`config.mk`:
```
export PLATFORM = sky130hd
export DESIGN_NAME = acc_engine
export DESIGN_NICKNAME = d
export VERILOG_FILES = /design/src/rtl/acc_pkg.sv /design/src/rtl/acc_tick_gen.sv /design/src/rtl/acc_scan_seq.sv /design/src/rtl/acc_engine.sv
export SDC_FILE = /design/constraint.sdc
export NUM_CORES = 1
export LEC_CHECK = 0
export CORE_MARGIN = 2
export CORE_UTILIZATION = 65
export DETAILED_ROUTE_END_ITERATION = 10
export DONT_BUFFER_PORTS = 1
export PLACE_DENSITY = 0.81
export SLEW_MARGIN = 15
export SYNTH_ARGS = -nofsm -noshare
export SYNTH_HDL_FRONTEND = slang
export SYNTH_SLANG_ARGS = --single-unit
```
`constraint.sdc`:
```
create_clock -name clk -period 6.08 [get_ports clk]
set_input_delay 1.216 -clock clk [delete_from_list [all_inputs] [get_ports clk]]
set_output_delay 1.216 -clock clk [all_outputs]
set_load 0.01 [all_outputs]
```
`src/rtl/acc_pkg.sv`:
```
package acc_pkg;
    typedef enum logic {
        MODE_LOW  = 1'b0,
        MODE_HIGH = 1'b1
    } acc_mode_e;
endpackage

```
`src/rtl/acc_tick_gen.sv`:
```
module acc_tick_gen #(
    parameter int unsigned PERIOD = 25000,
    localparam int unsigned CW = (PERIOD > 1) ? $clog2(PERIOD) : 1
) (
    input  logic clk,
    input  logic rst_n,
    output logic tick
);
    typedef struct packed {
        logic [CW-1:0] cnt;
        logic          tick;
    } tick_st_t;

    tick_st_t st_d, st_q;

    always_comb begin
        st_d      = st_q;
        st_d.tick = 1'b0;
        if (st_q.cnt == CW'(PERIOD - 1)) begin
            st_d.cnt  = '0;
            st_d.tick = 1'b1;
        end else begin
            st_d.cnt = st_q.cnt + 1'b1;
        end
    end

    always_ff @(posedge clk) begin
        if (!rst_n) st_q <= '0;
        else        st_q <= st_d;
    end

    assign tick = st_q.tick;
endmodule

```
`src/rtl/acc_scan_seq.sv`:
```
module acc_scan_seq
    import acc_pkg::*;
#(
    parameter acc_mode_e   MODE   = MODE_HIGH,
    parameter int unsigned NUM_CH = 32,
    parameter int unsigned QPC    = 32,
    localparam int unsigned NUM_Q = (MODE == MODE_HIGH) ? NUM_CH : NUM_CH * QPC,
    localparam int unsigned CH_W  = (NUM_CH > 1) ? $clog2(NUM_CH) : 1,
    localparam int unsigned LQ_W  = (QPC > 1) ? $clog2(QPC) : 1,
    localparam int unsigned QW    = (NUM_Q > 1) ? $clog2(NUM_Q) : 1
) (
    input  logic            clk,
    input  logic            rst_n,
    input  logic            start,
    input  logic            hold,
    output logic            busy,
    output logic [CH_W-1:0] cur_ch,
    output logic [QW-1:0]   cur_queue
);
    typedef struct packed {
        logic            busy;
        logic [CH_W-1:0] ch;
        logic [LQ_W-1:0] lq;
        logic [CH_W-1:0] rr;
    } seq_st_t;

    seq_st_t st_d, st_q;

    generate
        if (MODE == MODE_HIGH) begin : g_high
            always_comb begin
                st_d = st_q;
                if (!st_q.busy) begin
                    if (start) begin
                        st_d.busy = 1'b1;
                        st_d.ch   = '0;
                    end
                end else if (!hold) begin
                    if (st_q.ch == CH_W'(NUM_CH - 1)) st_d.busy = 1'b0;
                    else                               st_d.ch   = st_q.ch + 1'b1;
                end
            end
            assign cur_ch    = st_q.ch;
            assign cur_queue = QW'(st_q.ch);
        end else begin : g_low
            always_comb begin
                st_d = st_q;
                if (!st_q.busy) begin
                    if (start) begin
                        st_d.busy = 1'b1;
                        st_d.lq   = '0;
                    end
                end else if (!hold) begin
                    if (st_q.lq == LQ_W'(QPC - 1)) begin
                        st_d.busy = 1'b0;
                        st_d.rr   = (st_q.rr == CH_W'(NUM_CH - 1)) ? '0 : st_q.rr + 1'b1;
                    end else begin
                        st_d.lq = st_q.lq + 1'b1;
                    end
                end
            end
            assign cur_ch    = st_q.rr;
            assign cur_queue = QW'(st_q.rr) * QW'(QPC) + QW'(st_q.lq);
        end
    endgenerate

    always_ff @(posedge clk) begin
        if (!rst_n) st_q <= '0;
        else        st_q <= st_d;
    end

    assign busy = st_q.busy;
endmodule

```
`src/rtl/acc_engine.sv`:
```
module acc_engine
    import acc_pkg::*;
#(
    parameter acc_mode_e   MODE        = MODE_HIGH,
    parameter int unsigned NUM_CH      = 32,
    parameter int unsigned QPC         = 32,
    parameter int unsigned TICK_CYCLES = 25000,
    parameter int unsigned DESC_W      = 32,
    parameter int unsigned THR_W       = 6,
    localparam int unsigned NUM_Q = (MODE == MODE_HIGH) ? NUM_CH : NUM_CH * QPC,
    localparam int unsigned CH_W  = (NUM_CH > 1) ? $clog2(NUM_CH) : 1,
    localparam int unsigned QW    = (NUM_Q > 1) ? $clog2(NUM_Q) : 1,
    localparam int unsigned LA_W  = CH_W + THR_W
) (
    input  logic                    clk,
    input  logic                    rst_n,
    input  logic [NUM_CH-1:0]       ch_enable,
    input  logic [NUM_CH*THR_W-1:0] ch_thresh,
    input  logic [NUM_CH-1:0]       ch_ack,
    input  logic [NUM_Q-1:0]        q_nonempty,
    output logic                    pop_req,
    output logic [QW-1:0]           pop_queue,
    input  logic [DESC_W-1:0]       pop_desc,
    output logic                    list_we,
    output logic [LA_W-1:0]         list_addr,
    output logic [DESC_W-1:0]       list_data,
    output logic [NUM_CH-1:0]       ch_irq
);
    typedef struct packed {
        logic [NUM_CH-1:0][THR_W-1:0] cnt;
        logic [NUM_CH-1:0]            irq;
        logic                         we;
        logic [LA_W-1:0]              addr;
        logic [DESC_W-1:0]            data;
    } eng_st_t;

    eng_st_t st_d, st_q;

    logic            tick;
    logic            busy;
    logic [CH_W-1:0] cur_ch;
    logic [QW-1:0]   cur_queue;
    logic [THR_W-1:0] cur_thr;
    logic [THR_W-1:0] cur_cnt;
    logic            take;

    acc_tick_gen #(.PERIOD(TICK_CYCLES)) u_tick (
        .clk   (clk),
        .rst_n (rst_n),
        .tick  (tick)
    );

    acc_scan_seq #(.MODE(MODE), .NUM_CH(NUM_CH), .QPC(QPC)) u_seq (
        .clk       (clk),
        .rst_n     (rst_n),
        .start     (tick),
        .hold      (take),
        .busy      (busy),
        .cur_ch    (cur_ch),
        .cur_queue (cur_queue)
    );

    always_comb begin
        cur_thr = ch_thresh[int'(cur_ch) * THR_W +: THR_W];
        cur_cnt = st_q.cnt[cur_ch];
        take    = busy && ch_enable[cur_ch] && !st_q.irq[cur_ch] && !ch_ack[cur_ch]
                  && q_nonempty[cur_queue] && (cur_cnt < cur_thr);

        st_d    = st_q;
        st_d.we = take;

        // tick flush of partially filled lists
        for (int i = 0; i < NUM_CH; i++) begin
            if (tick && ch_enable[i] && !st_q.irq[i] && (st_q.cnt[i] != '0))
                st_d.irq[i] = 1'b1;
        end

        if (take) begin
            st_d.addr         = {cur_ch, cur_cnt};
            st_d.data         = pop_desc;
            st_d.cnt[cur_ch]  = cur_cnt + 1'b1;
            if (THR_W'(cur_cnt + 1'b1) == cur_thr)
                st_d.irq[cur_ch] = 1'b1;
        end

        for (int i = 0; i < NUM_CH; i++) begin
            if (ch_ack[i]) begin
                st_d.cnt[i] = '0;
                st_d.irq[i] = 1'b0;
            end
        end
    end

    always_ff @(posedge clk) begin
        if (!rst_n) st_q <= '0;
        else        st_q <= st_d;
    end

    assign pop_req   = take;
    assign pop_queue = cur_queue;
    assign list_we   = st_q.we;
    assign list_addr = st_q.addr;
    assign list_data = st_q.data;
    assign ch_irq    = st_q.irq;
endmodule

```
-- Word level (Yosys, flattened, before mapping)
Index checks and enable logic that the tools add are counted.
- flip-flop bits (word level): 290
- bits in writable memories: 0
- bits of input ports: 322
- bits in read-only memories: 0
- output and inout port bits: 82
- bits in latches: 0
- memories: 0
- logic and storage cells: 344
- eq/ne operators: 5
- shift-type cells: 1
- div/mod/pow operators: 0
- $lt $le $gt $ge: 3
- muxes and demuxes: 55
- bitwise gates (word level): 2
- multipliers: 1
- reductions and logical operators: 203
- add/sub/neg operators: 3
- operator list (kind ; number):
    $bwmux 192 ; 1
    $reduce_bool 6->1 ; 32
    $shiftx 192x9->6 ; 1
    $logic_and 1x1->1 ; 102
    $reduce_or 2->1 ; 33
    $mux 32 ; 2
    $mux 1 ; 39
    $logic_not 1->1 ; 34
    $or 32x32->32 ; 1
    $bmux 6 s5 ; 1
    $demux 6 s5 ; 1
    $mux 6 ; 5
    $bmux 1 s5 ; 4
    $add 15x1->15 const B ; 1
    $eq 15x15->1 const B ; 1
    $mul 5x2->7 const B ; 1
    $add 6x1->6 const B ; 1
    $eq 6x6->1 ; 1
    $lt 5x6->1 const B ; 1
    $lt 6x6->1 ; 1
    $add 5x1->5 const B ; 1
    $demux 1 s5 ; 1
    $eq 5x5->1 const B ; 1
    $ge 5x1->1 const B ; 1
    other kinds (5) ; 6

-- Depth between registers and ports, before layout
- word-level depth: 9
- gate-level depth with buffers: 24
- mapped depth without buffers: 15

-- Cells and area by module
A second synthesis with hierarchy kept.
- cells, all modules: 1725
- area, all modules: 17083.9 µm²
- modules (own cells, without submodules) (module ; area each (µm²) ; cells an instance ; times used ; sequential area each (µm²)):
    acc_engine ; 16021.6 ; 1607 ; 1 ; 5365.1
    acc_tick_gen ; 710.7 ; 78 ; 1 ; 320.3
    acc_scan_seq ; 351.6 ; 40 ; 1 ; 120.1

-- Worst setup path before layout
OpenSTA, ideal clock, no wires.
- kind: reg2out
- start point: reg u_seq.st_q (netlist bit u_seq.cur_ch[0])
- end point: out pop_req
- buffers on the path: 9
- arrival time: 3.938 ns
- setup slack: 0.926 ns
- stages on the path, launching flop included: 22
- path through: dfxtp_1 buf_6 buf_12 buf_8 buf_8 buf_4 buf_1 mux4_2 a22o_1 nand2_1 nand4_1 ha_1 nor2b_1 o21ai_0 a21oi_1 o21ai_0 nand3_2 or2_1 buf_6 inv_2 buf_2 buf_2
- longest elaborated chain between the ends: 7
- RTL lines (item ; RTL line ; text):
    from (decl) ; acc_scan_seq.sv:27 ; seq_st_t st_d, st_q;
    from (signal assigned) ; acc_scan_seq.sv:69 ; else st_q <= st_d;
    parallel branches: the longest is 6 deep, another holds $mul 5x2->7 ; n/a ;
    $logic_and 1x1->1 * ; acc_engine.sv:67 ; && q_nonempty[cur_queue] && (cur_cnt < cur_thr);
    to (decl) ; acc_engine.sv:21 ; output logic pop_req,
Every way passes the cells marked *. The select of a mux whose other input is x is not followed.

-- Final worst setup path
- start point: reg u_seq.st_q (netlist bit u_seq.cur_ch[4])
- end point: out pop_req
- RTL lines (item ; RTL line ; text):
    $bmux 6 s5 ; acc_engine.sv:65 ; cur_cnt = st_q.cnt[cur_ch];
    $mux 6 (not written as such) ; acc_engine.sv:65 ;
    via cur_cnt[2] ; acc_engine.sv:44 ; logic [THR_W-1:0] cur_cnt;
    $lt 6x6->1 ; acc_engine.sv:67 ;
    $logic_and 1x1->1 ; acc_engine.sv:67 ;
The timed path passes the listed nets, and every way through them passes these cells. The select of a mux whose other input is x is not followed.

==> results list <==
- The flow ran to the end, and the final reports show no timing, DRC or antenna violations.
* Skew final: 0.0336 ns
- Summing the sequential cell areas from Yosys gives 33.0% of the chip area.
- Static Leakage: 5.70 nW
- Counting instances, the worst hold path has a depth of 1.
- Nets in the synthesized netlist: 2191
* Count of routing violations after the opening detailed-route iteration: 2044
- Proportion of power drawn by the clock network: 46.6%
- STA puts the critical path data arrival time at 4.74 ns.
* Met1 track demand over resource: 53.4%
- Global routing consumed, on the met3 layer, 13.3% of the routing resources.
- P per Cell Area: 213 nW/um^2
- Once the floorplan was initialized, standard cells occupied 65.7% of the core.
* Die height: 168 um
- During synthesis, Yosys emitted a total of 0 warnings.
- The first global-routing pass estimated 93900 um of wire.
- For this run, the post-layout net count is 2027.
- Layer with the highest usage: met2
- Critical Path Sink Type: output port
- Final weighted congestion of routability-driven global placement: 1.01
- Across the VDD grid, the largest voltage drop is 0.000176 V.
- Seq cells post-synth: 290
* Total die area: 28400 um^2
- Instance count of the mapped netlist: 1856
- Post-route antenna net violation count: 0
- Cell internal power was estimated by the tool at 2.95 mW.
- Biggest fanout along the worst timing path: 34
- The later pin in the worst-skew pair is clocked with a latency of 0.58 ns.
- STA puts the critical path data required time at 4.86 ns.
- Syn Area/Cell: 9.46 um^2
- In the post-synthesis netlist, the biggest area contributors are sky130_fd_sc_hd__dfxtp_1 (33%), sky130_fd_sc_hd__mux2i_1 (17%), sky130_fd_sc_hd__mux4_2 (4.9%).
- Startpoint Class: flop
- At the end of the flow the core is filled with cells to 67.1%.
* Most frequent cells after synthesis: sky130_fd_sc_hd__mux2i_1 (291), sky130_fd_sc_hd__dfxtp_1 (290), sky130_fd_sc_hd__nor2_1 (220), sky130_fd_sc_hd__nand2_1 (120), sky130_fd_sc_hd__buf_4 (96)
* Combined area of all synthesized cells: 17600 um^2
* Drt drc: 0
- The worst hold path belongs to the class flop to flop.
- Final slew viol count: 0
* Cts hold-fix bufs: 0
- Final setup violation count: 0
- Clock-pin slew on the worst setup and hold paths: 0.06 ns
- Share of async-settable or async-resettable flops after synthesis: 0%
* Most common cell in the synthesized netlist: sky130_fd_sc_hd__mux2i_1
- R2R cell count: 15
- Area share of the largest cell type after synthesis: 33.0%
* Most used DFF post-synth: sky130_fd_sc_hd__dfxtp_1
- Category of the critical setup timing path: flop to output port
- Net switching is 22.7% of the power.
- Number of antenna violations at the first check in global routing: 19
- The number of clock buffers added by TritonCTS is 29.
- DR WL/cell: 31.3 um
- The clock drives 290 sinks.
* I/O Buffers: 0
* First-pass DRT Iterations: 7
* Worst max-slew margin expressed relative to the limit: 27.7%
- The layout has 2129 filler cells.
* Count of vias placed by the detailed router: 15118
- Final hold vios: 0
* CTS root buf: sky130_fd_sc_hd__clkbuf_16
* Accumulated negative setup slack: 0 ns
- Max-capacitance violation count: 0
* Synthesis-to-finish area growth: 2.02%
* Total number of placement rows: 60
- Clock H-tree levels: 1
* Area of the core region: 26700 um^2
- The share of total power dissipated in combinational logic is 3.6%.
- Clock tree from TritonCTS: done
- Met2 Track Usage GR: 69.1%
* Number of top-level pins: 404
- For the pin with the worst max-slew slack, the measured transition is 1.08 ns.
- Largest net degree at the start of global routing: 66
- In the routed layout, each cell is associated on average with a via count of 7.29.
- Setup repair after global routing left no endpoint under its margin.
- sky130_fd_sc_hd__dfxtp_1 takes more of the synthesized area than any other cell.
- The HPWL after detailed placement is 47000 um.
- After synthesis, the netlist uses 81 different library cells.
- After global routing the overflow that remains totals 0.
- Post-route clock period utilization: 98.0%
* Total track usage: 43.9%
- The number of global-route vias before repair came to 14505.
* Proportion of layout cells with a drive suffix above 1: 12.6%
- Post-detailed-routing wire length: 64900 um
- Static timing analysis puts the maximum clock frequency at 168 MHz.
- Bufs on Longest Clock Path: 3
* Number of flops mapped to enable cells by yosys: 0
- Floorplan die width: 168 um
* Fraction of power consumed by sequential logic: 49.8%
* Switching component of the power: 867 uW
- Period minus WS final: 5.96 ns
-- cell families (layout without fill, tap and decap cells) --
family          count (synthesis)  after routing  synth area share, %
simple gates                  649            649                 21.2
mux                           337            337                 22.6
compound gates                296            296                 12.9
flops                         290            290                 33.0
buf+inv                       254            111                 8.55
xor+xnor                       17             17                0.848
fa+ha+maj                      13             13                0.926
other cells                     0             21                    0
-- final cells by class --
cell class	count	area, um^2	area share (%)
sequential	290	5820	32.5
multi-input combinational	1312	10300	57.5
timing repair buffer	38	310	1.73
inverter	21	78.8	0.440
tap	341	427	2.38
clock buffer	43	848	4.73
antenna	21	52.6	0.293
clock inverter	9	75.1	0.419
-- layer usage --
layer,share of wire (%),wire length [um]
met5,0.026,17
met4,7.0,4530
met3,12,7990
met2,44,28800
met1,36,23500
-- worst paths after layout --
check,slack (ns),startpoint,endpoint
worst max register to register,0.57,u_seq.cur_ch[4]$_SDFFE_PN0P_,ch_irq[0]$_SDFF_PP0_
worst max-delay path,0.12,u_seq.cur_ch[4]$_SDFFE_PN0P_,pop_req
worst min-delay path,0.46,u_tick.st_q[1]$_SDFF_PP0_,u_tick.st_q[1]$_SDFF_PP0_
worst min register to register,0.46,u_tick.st_q[1]$_SDFF_PP0_,u_tick.st_q[1]$_SDFF_PP0_
-- metrics by stage --
step	cell area [um^2]	total power, mW	worst slack, ns	std cells	hold slack (ns)
after floorplan	17600	2.06	0.926	1856	0.418
after global placement	16900	2.08	0.782	2002	0.431
after detailed placement	16900	2.08	0.669	2002	0.450
after CTS	17900	3.80	0.175	2054	0.461
after global routing	17900	3.89	0.00445	2070	0.469
final	17900	3.82	0.124	2075	0.460
-- power by group through the flow --
| stage | clock, mW | sequential (mW) | combinational [mW] |
|---|---|---|---|
| global route | 1.84 | 1.90 | 0.145 |
| global placement | 0 | 1.94 | 0.133 |
| floorplan | 0 | 1.94 | 0.110 |
| detailed placement | 0 | 1.94 | 0.135 |
| CTS | 1.77 | 1.90 | 0.135 |
| finish | 1.78 | 1.90 | 0.138 |
-- layout by cell type, fill, tap and decap left out, drive strengths merged, types with 19 or more instances in the layout --
cell and count:
a21oi 81, buf 38, clkbuf 43, dfxtp 290, diode 21, inv 21, mux2i 291, mux4 45
nand2 120, nand2b 63, nand3 71, nor2 220, nor4 55, o21ai 19, o22ai 62, or4 21
-- registers in the layout, indices dropped and copies added, names as in the netlist --
register      flops
u_tick.st_q      15
ch_irq           32
u_tick.tick       1
u_seq.busy        1
list_we           1
list_data        32
st_q            192
list_addr        11
u_seq.cur_ch      5
-- timing repair --
action	in CTS	in global routing
buffers inserted	0	0
setup endpoints to repair	0	1
hold endpoints to repair	0	0
resized for setup	0	1
-- critical path: stages, from the launching register on --
cell	delay, ns
sky130_fd_sc_hd__dfxtp_2	0.82
sky130_fd_sc_hd__nand4bb_1	0.78
sky130_fd_sc_hd__o22ai_1	0.21
sky130_fd_sc_hd__nor4_1	0.45
sky130_fd_sc_hd__and2_1	0.42
sky130_fd_sc_hd__inv_2	0.15
sky130_fd_sc_hd__ha_1	0.31
sky130_fd_sc_hd__o21ai_0	0.08
sky130_fd_sc_hd__a21oi_1	0.09
sky130_fd_sc_hd__o21ai_0	0.26
sky130_fd_sc_hd__nand3_2	0.12
sky130_fd_sc_hd__or2_2	0.37
sky130_fd_sc_hd__inv_2	0.11
No activity file was read; power rests on OpenSTA's default activity.
